--- src/rtl/bea_pkg.sv ---
// Shared types for the branch event address tracker.
// Assumes: nothing beyond IEEE 1800-2017.
package bea_pkg;
    typedef enum logic {
        DUMP_IDLE = 1'b0,
        DUMP_SEND = 1'b1
    } dump_state_e;
endpackage

--- src/rtl/bea_capture.sv ---
// Holds the breaking-event address register and computes its next value.
// Assumes: retire signals are only meaningful at instruction completion;
// a software load wins over a retire update in the same cycle.
module bea_capture #(
    parameter int unsigned ADDR_W = 64
) (
    input  logic              clk,
    input  logic              rst_n,
    input  logic              ret_valid,
    input  logic              ret_taken,
    input  logic              ret_via_exec,
    input  logic [ADDR_W-1:0] ret_addr,
    input  logic [ADDR_W-1:0] ret_exec_addr,
    input  logic              sw_load,
    input  logic [ADDR_W-1:0] sw_data,
    output logic [ADDR_W-1:0] bea_q,
    output logic [ADDR_W-1:0] bea_next
);
    logic branch_done;

    // Select the value the register takes at the next edge.
    always_comb begin
        branch_done = ret_valid && ret_taken;
        bea_next    = bea_q;
        if (sw_load) begin
            bea_next = sw_data;
        end else if (branch_done) begin
            bea_next = ret_via_exec ? ret_exec_addr : ret_addr;
        end
    end

    // Register the address, cleared by reset.
    always_ff @(posedge clk) begin
        if (!rst_n) begin
            bea_q <= '0;
        end else begin
            bea_q <= bea_next;
        end
    end

    AST_PLAIN_BRANCH: assert property (@(posedge clk) disable iff (!rst_n)
        (ret_valid && ret_taken && !ret_via_exec && !sw_load) |=> (bea_q == $past(ret_addr)));
    AST_EXEC_BRANCH: assert property (@(posedge clk) disable iff (!rst_n)
        (ret_valid && ret_taken && ret_via_exec && !sw_load) |=> (bea_q == $past(ret_exec_addr)));
    AST_SEQ_KEEP: assert property (@(posedge clk) disable iff (!rst_n)
        (!sw_load && !(ret_valid && ret_taken)) |=> $stable(bea_q));
    AST_SW_LOAD: assert property (@(posedge clk) disable iff (!rst_n)
        sw_load |=> (bea_q == $past(sw_data)));
endmodule

--- src/rtl/bea_dump.sv ---
// Stores a snapshot of the address register to a fixed real address when an
// interrupt is accepted, through a valid/ready store port.
// Assumes: the memory side may hold st_ready low for any number of cycles.
module bea_dump
    import bea_pkg::*;
#(
    parameter int unsigned       ADDR_W    = 64,
    parameter logic [ADDR_W-1:0] DUMP_ADDR = 64'h110
) (
    input  logic              clk,
    input  logic              rst_n,
    input  logic              irq_req,
    input  logic [ADDR_W-1:0] snap_in,
    output logic              irq_ready,
    output logic              st_valid,
    output logic [ADDR_W-1:0] st_addr,
    output logic [ADDR_W-1:0] st_data,
    input  logic              st_ready
);
    dump_state_e state_q;
    logic [ADDR_W-1:0] data_q;
    logic accept;

    // Interrupts are taken only while no store is pending.
    always_comb begin
        irq_ready = (state_q == DUMP_IDLE);
        accept    = irq_req && irq_ready;
        st_valid  = (state_q == DUMP_SEND);
        st_addr   = DUMP_ADDR;
        st_data   = data_q;
    end

    // Sequence the store: capture on accept, release on handshake.
    always_ff @(posedge clk) begin
        if (!rst_n) begin
            state_q <= DUMP_IDLE;
            data_q  <= '0;
        end else begin
            case (state_q)
                DUMP_IDLE: if (accept) begin
                    state_q <= DUMP_SEND;
                    data_q  <= snap_in;
                end
                DUMP_SEND: if (st_ready) begin
                    state_q <= DUMP_IDLE;
                end
                default: state_q <= DUMP_IDLE;
            endcase
        end
    end

    AST_TAKE_SNAPSHOT: assert property (@(posedge clk) disable iff (!rst_n)
        (irq_req && irq_ready) |=> (st_valid && st_data == $past(snap_in)));
    AST_HOLD_VALID: assert property (@(posedge clk) disable iff (!rst_n)
        (st_valid && !st_ready) |=> st_valid);
    AST_HOLD_DATA: assert property (@(posedge clk) disable iff (!rst_n)
        (st_valid && !st_ready) |=> ($stable(st_data) && $stable(st_addr)));
    AST_RELEASE: assert property (@(posedge clk) disable iff (!rst_n)
        (st_valid && st_ready) |=> (!st_valid && irq_ready));
endmodule

--- src/rtl/branch_event_tracker.sv ---
// Top of the branch event address tracker: the capture register plus the
// interrupt-time doubleword store.
// Assumes: one retire per cycle; st_data is big-endian (bits 63:56 = byte at
// the lowest address, bit 63 = architectural bit 0).
module branch_event_tracker #(
    parameter int unsigned       ADDR_W    = 64,
    parameter logic [ADDR_W-1:0] DUMP_ADDR = 64'h110
) (
    input  logic              clk,
    input  logic              rst_n,
    input  logic              ret_valid,
    input  logic              ret_taken,
    input  logic              ret_via_exec,
    input  logic [ADDR_W-1:0] ret_addr,
    input  logic [ADDR_W-1:0] ret_exec_addr,
    input  logic              sw_load,
    input  logic [ADDR_W-1:0] sw_data,
    output logic [ADDR_W-1:0] bea_value,
    input  logic              irq_req,
    output logic              irq_ready,
    output logic              st_valid,
    input  logic              st_ready,
    output logic [ADDR_W-1:0] st_addr,
    output logic [ADDR_W-1:0] st_data
);
    logic [ADDR_W-1:0] bea_next;

    bea_capture #(.ADDR_W(ADDR_W)) u_capture (
        .clk          (clk),
        .rst_n        (rst_n),
        .ret_valid    (ret_valid),
        .ret_taken    (ret_taken),
        .ret_via_exec (ret_via_exec),
        .ret_addr     (ret_addr),
        .ret_exec_addr(ret_exec_addr),
        .sw_load      (sw_load),
        .sw_data      (sw_data),
        .bea_q        (bea_value),
        .bea_next     (bea_next)
    );

    bea_dump #(.ADDR_W(ADDR_W), .DUMP_ADDR(DUMP_ADDR)) u_dump (
        .clk      (clk),
        .rst_n    (rst_n),
        .irq_req  (irq_req),
        .snap_in  (bea_next),
        .irq_ready(irq_ready),
        .st_valid (st_valid),
        .st_addr  (st_addr),
        .st_data  (st_data),
        .st_ready (st_ready)
    );

    AST_RESET_IDLE: assert property (@(posedge clk)
        !rst_n |=> (!st_valid && irq_ready && bea_value == '0));
    AST_BUSY_STALL: assert property (@(posedge clk) disable iff (!rst_n)
        st_valid |-> !irq_ready);
endmodule

--- config.mk ---
export PLATFORM = sky130hd
export DESIGN_NAME = branch_event_tracker
export DESIGN_NICKNAME = d
export VERILOG_FILES = /design/src/rtl/bea_pkg.sv /design/src/rtl/bea_capture.sv /design/src/rtl/bea_dump.sv /design/src/rtl/branch_event_tracker.sv
export SDC_FILE = /design/constraint.sdc
export NUM_CORES = 1
export LEC_CHECK = 0
export ABC_CLOCK_PERIOD_IN_PS = 2200
export BUFFER_PORTS_ARGS = -buffer_cell sky130_fd_sc_hd__buf_4
export CELL_PAD_IN_SITES_DETAIL_PLACEMENT = 1
export CELL_PAD_IN_SITES_GLOBAL_PLACEMENT = 2
export CORE_MARGIN = 3
export CORE_UTILIZATION = 28
export DETAILED_ROUTE_END_ITERATION = 8
export HOLD_SLACK_MARGIN = 0.05
export PLACE_DENSITY_LB_ADDON = 0.1
export SLEW_MARGIN = 25
export SYNTH_ARGS = -nofsm -noshare
export SYNTH_HDL_FRONTEND = slang
export SYNTH_HIERARCHICAL = 1
export SYNTH_SLANG_ARGS = --single-unit
--- constraint.sdc ---
create_clock -name clk -period 2.2 [get_ports clk]
set_input_delay 0.11 -clock clk [delete_from_list [all_inputs] [get_ports clk]]
set_output_delay 0.11 -clock clk [all_outputs]
set_load 0.005 [all_outputs]
==> flow_summary.yaml <==
pwr:
  powerDensity_mw_per_mm2: 638
  vdd_drop_max_mv: 0.366
  power.total_mw: 7.22
  p_leak_nw: 5.24
timing:
  tns_ns: 0
  drv_slew: 0
  timing.final.crit_period_ns: 1.44
  relSlewSlack_pct: 58.8
  setup-violations-final: 0
  holdWs_ns: 0.101
  setup_ws_ns: 0.759
  finClkSkew_ns: 0.0108
  max_freq_mhz: 694
  finalHoldViolations: 0
  tightestPinTransition_ns: 0.617
  rsz0062_at_grt: "no"
  min_period_over_period_pct: 65.5
global_routing:
  grt_max_degree: 75
  overflow: 0
  antenna_found_initial: 2
  grt_pass1_vias: 7153
  grt_usage_pct: 18.2
  grt_first_pass_wirelength_um: 41500
setup_path:
  r2r_setup_slack_ns: 0.76
  worstSetupEndpointType: "flop"
  path_class: "flop to flop"
  critPathRequiredTime_ns: 2.54
  cp-start-kind: "flop"
  path_max_fanout: 17
  cp_data_arrival_time_ns: 1.78
layout:
  layout_commonest_cell: "buf_4"
  fin_util_pct: 42.9
  final_cell_mix: "buf_4, nand2_1, dfxtp_1"
  finalNonFillerCells: 1490
  final_area_mm2: 0.0113
  area_growth_syn_to_layout_pct: 49.1
  drive_gt1_share_pct: 43.6
  final_nets: 1341
placed_design:
  dp_cells: 1393
  pre_cts_slack_ns: 0.701
  hpwl_um: 19600
  io_buffers: 329
  place.gp.congestion: 0.799
  placed_area_mm2: 0.0100
clocking:
  clockBufferDepth: 2
  clkLatencyLatePin_ns: 0.41
  cts_resized: 0
  htreeDepth: 4
  cts_tree: "yes"
  clock_sinks: 129
  post_cts_buffers: 0
  numCtsBuffers: 17
  postCtsHoldBufs: 64
  cts.clk_slew.worst_paths_ns: 0.06
  root_buffer: "clkbuf_16"
die:
  die_w_um: 171
  fp.dieArea_mm2: 0.0291
  pin_count: 394
  coreArea_mm2: 0.0264
  initial_core_util_pct: 28.8
  num_rows: 59
  dieHeight_um: 171
yosys:
  yosys_warnings: 6
  synth_area_mm2: 0.00759
  seq_area_frac_synth_pct: 34.0
  ys_types: 23
  synth_cells: 783
  syn-mean-instance-area_um2: 9.69
  ys_ff_latch: 129
drt:
  post_drt_wl_per_cell_um: 18.3
  drt_iter0_drc: 230
  wirelength_um: 27300
  dr_total_vias: 6785
  first_pass_iters: 4
  drcViolationCount: 0
  drtAntennaViolNets: 0
  vias_per_cell: 4.55
min_path:
  holdCritPathClass: "primary input to flop"
job:
  drv_cap: 0
outcome:
  status: "finished clean"
## registers in the layout (all words and copies together), names as in the netlist
name             flops
u_dump/st_valid      1
u_dump/st_data      64
u_capture/bea_q     64
## synthesized netlist by cell type
master,count,share of area [%]
inv_1,1,0.049
clkbuf_1,15,0.74
a311o_1,1,0.13
a21boi_1,1,0.099
o221ai_1,3,0.35
and2_1,63,5.2
buf_8,2,0.40
nand2_1,193,9.5
nor2b_1,1,0.082
buf_4,74,7.3
nor2b_4,1,0.18
mux2i_1,128,17
nand3b_1,1,0.099
o221ai_2,60,12
buf_2,28,1.8
buf_6,10,1.5
conb_1,2,0.099
buf_12,4,1.1
a21oi_2,1,0.12
buf_1,1,0.049
a21bo_2,63,8.3
o21a_1,1,0.099
dfxtp_1,129,34
## layout make-up
type,instances,area (um^2)
clock buffers,19,453
repair buffers,411,3420
inverters,1,3.75
well taps,335,419
diodes,2,5.00
clock inverters,12,180
fillers,3047,15000
flip-flops and latches,129,2580
multi-input cells,581,4260
## final timing paths
check,from,cells after the start,end
setup / recovery,u_dump/st_valid,3,u_dump/st_data[3]
hold / removal,rst_n,2,u_dump/st_valid
setup reg to reg,u_dump/st_valid,3,u_dump/st_data[3]
hold reg to reg,u_dump/st_data[54],2,u_dump/st_data[54]
## cell families after synthesis
kind of cell	after synthesis	share of synthesized area, %
buf+inv	135	12.9
flops	129	34.0
compound gates	130	21.0
mux	128	16.9
simple gates	259	15.1
other cells	2	0.0989
## metal layers
layer  vias up  track usage, %  share of wire (%)
met2       225            31.9                 51
met5         -               0                  0
met1      3250            22.1                 41
li1       3287               -                  -
met3        23            4.53                6.5
met4         0            5.57                1.9
## power breakdown
| part | leakage, nW | internal, mW | switching (mW) |
|---|---|---|---|
| Sequential | 1.06 | 2.49 | 0.0773 |
| Combinational | 3.87 | 0.865 | 0.695 |
| Clock | 0.306 | 1.96 | 1.13 |
| Total | 5.24 | 5.32 | 1.90 |
## critical path, stage by stage (launching register included)
cell and delay, ns:
dfxtp_1 0.35, nor2b_4 0.52, buf_12 0.27, mux2i_1 0.21
No activity file was read; power rests on OpenSTA's default activity.
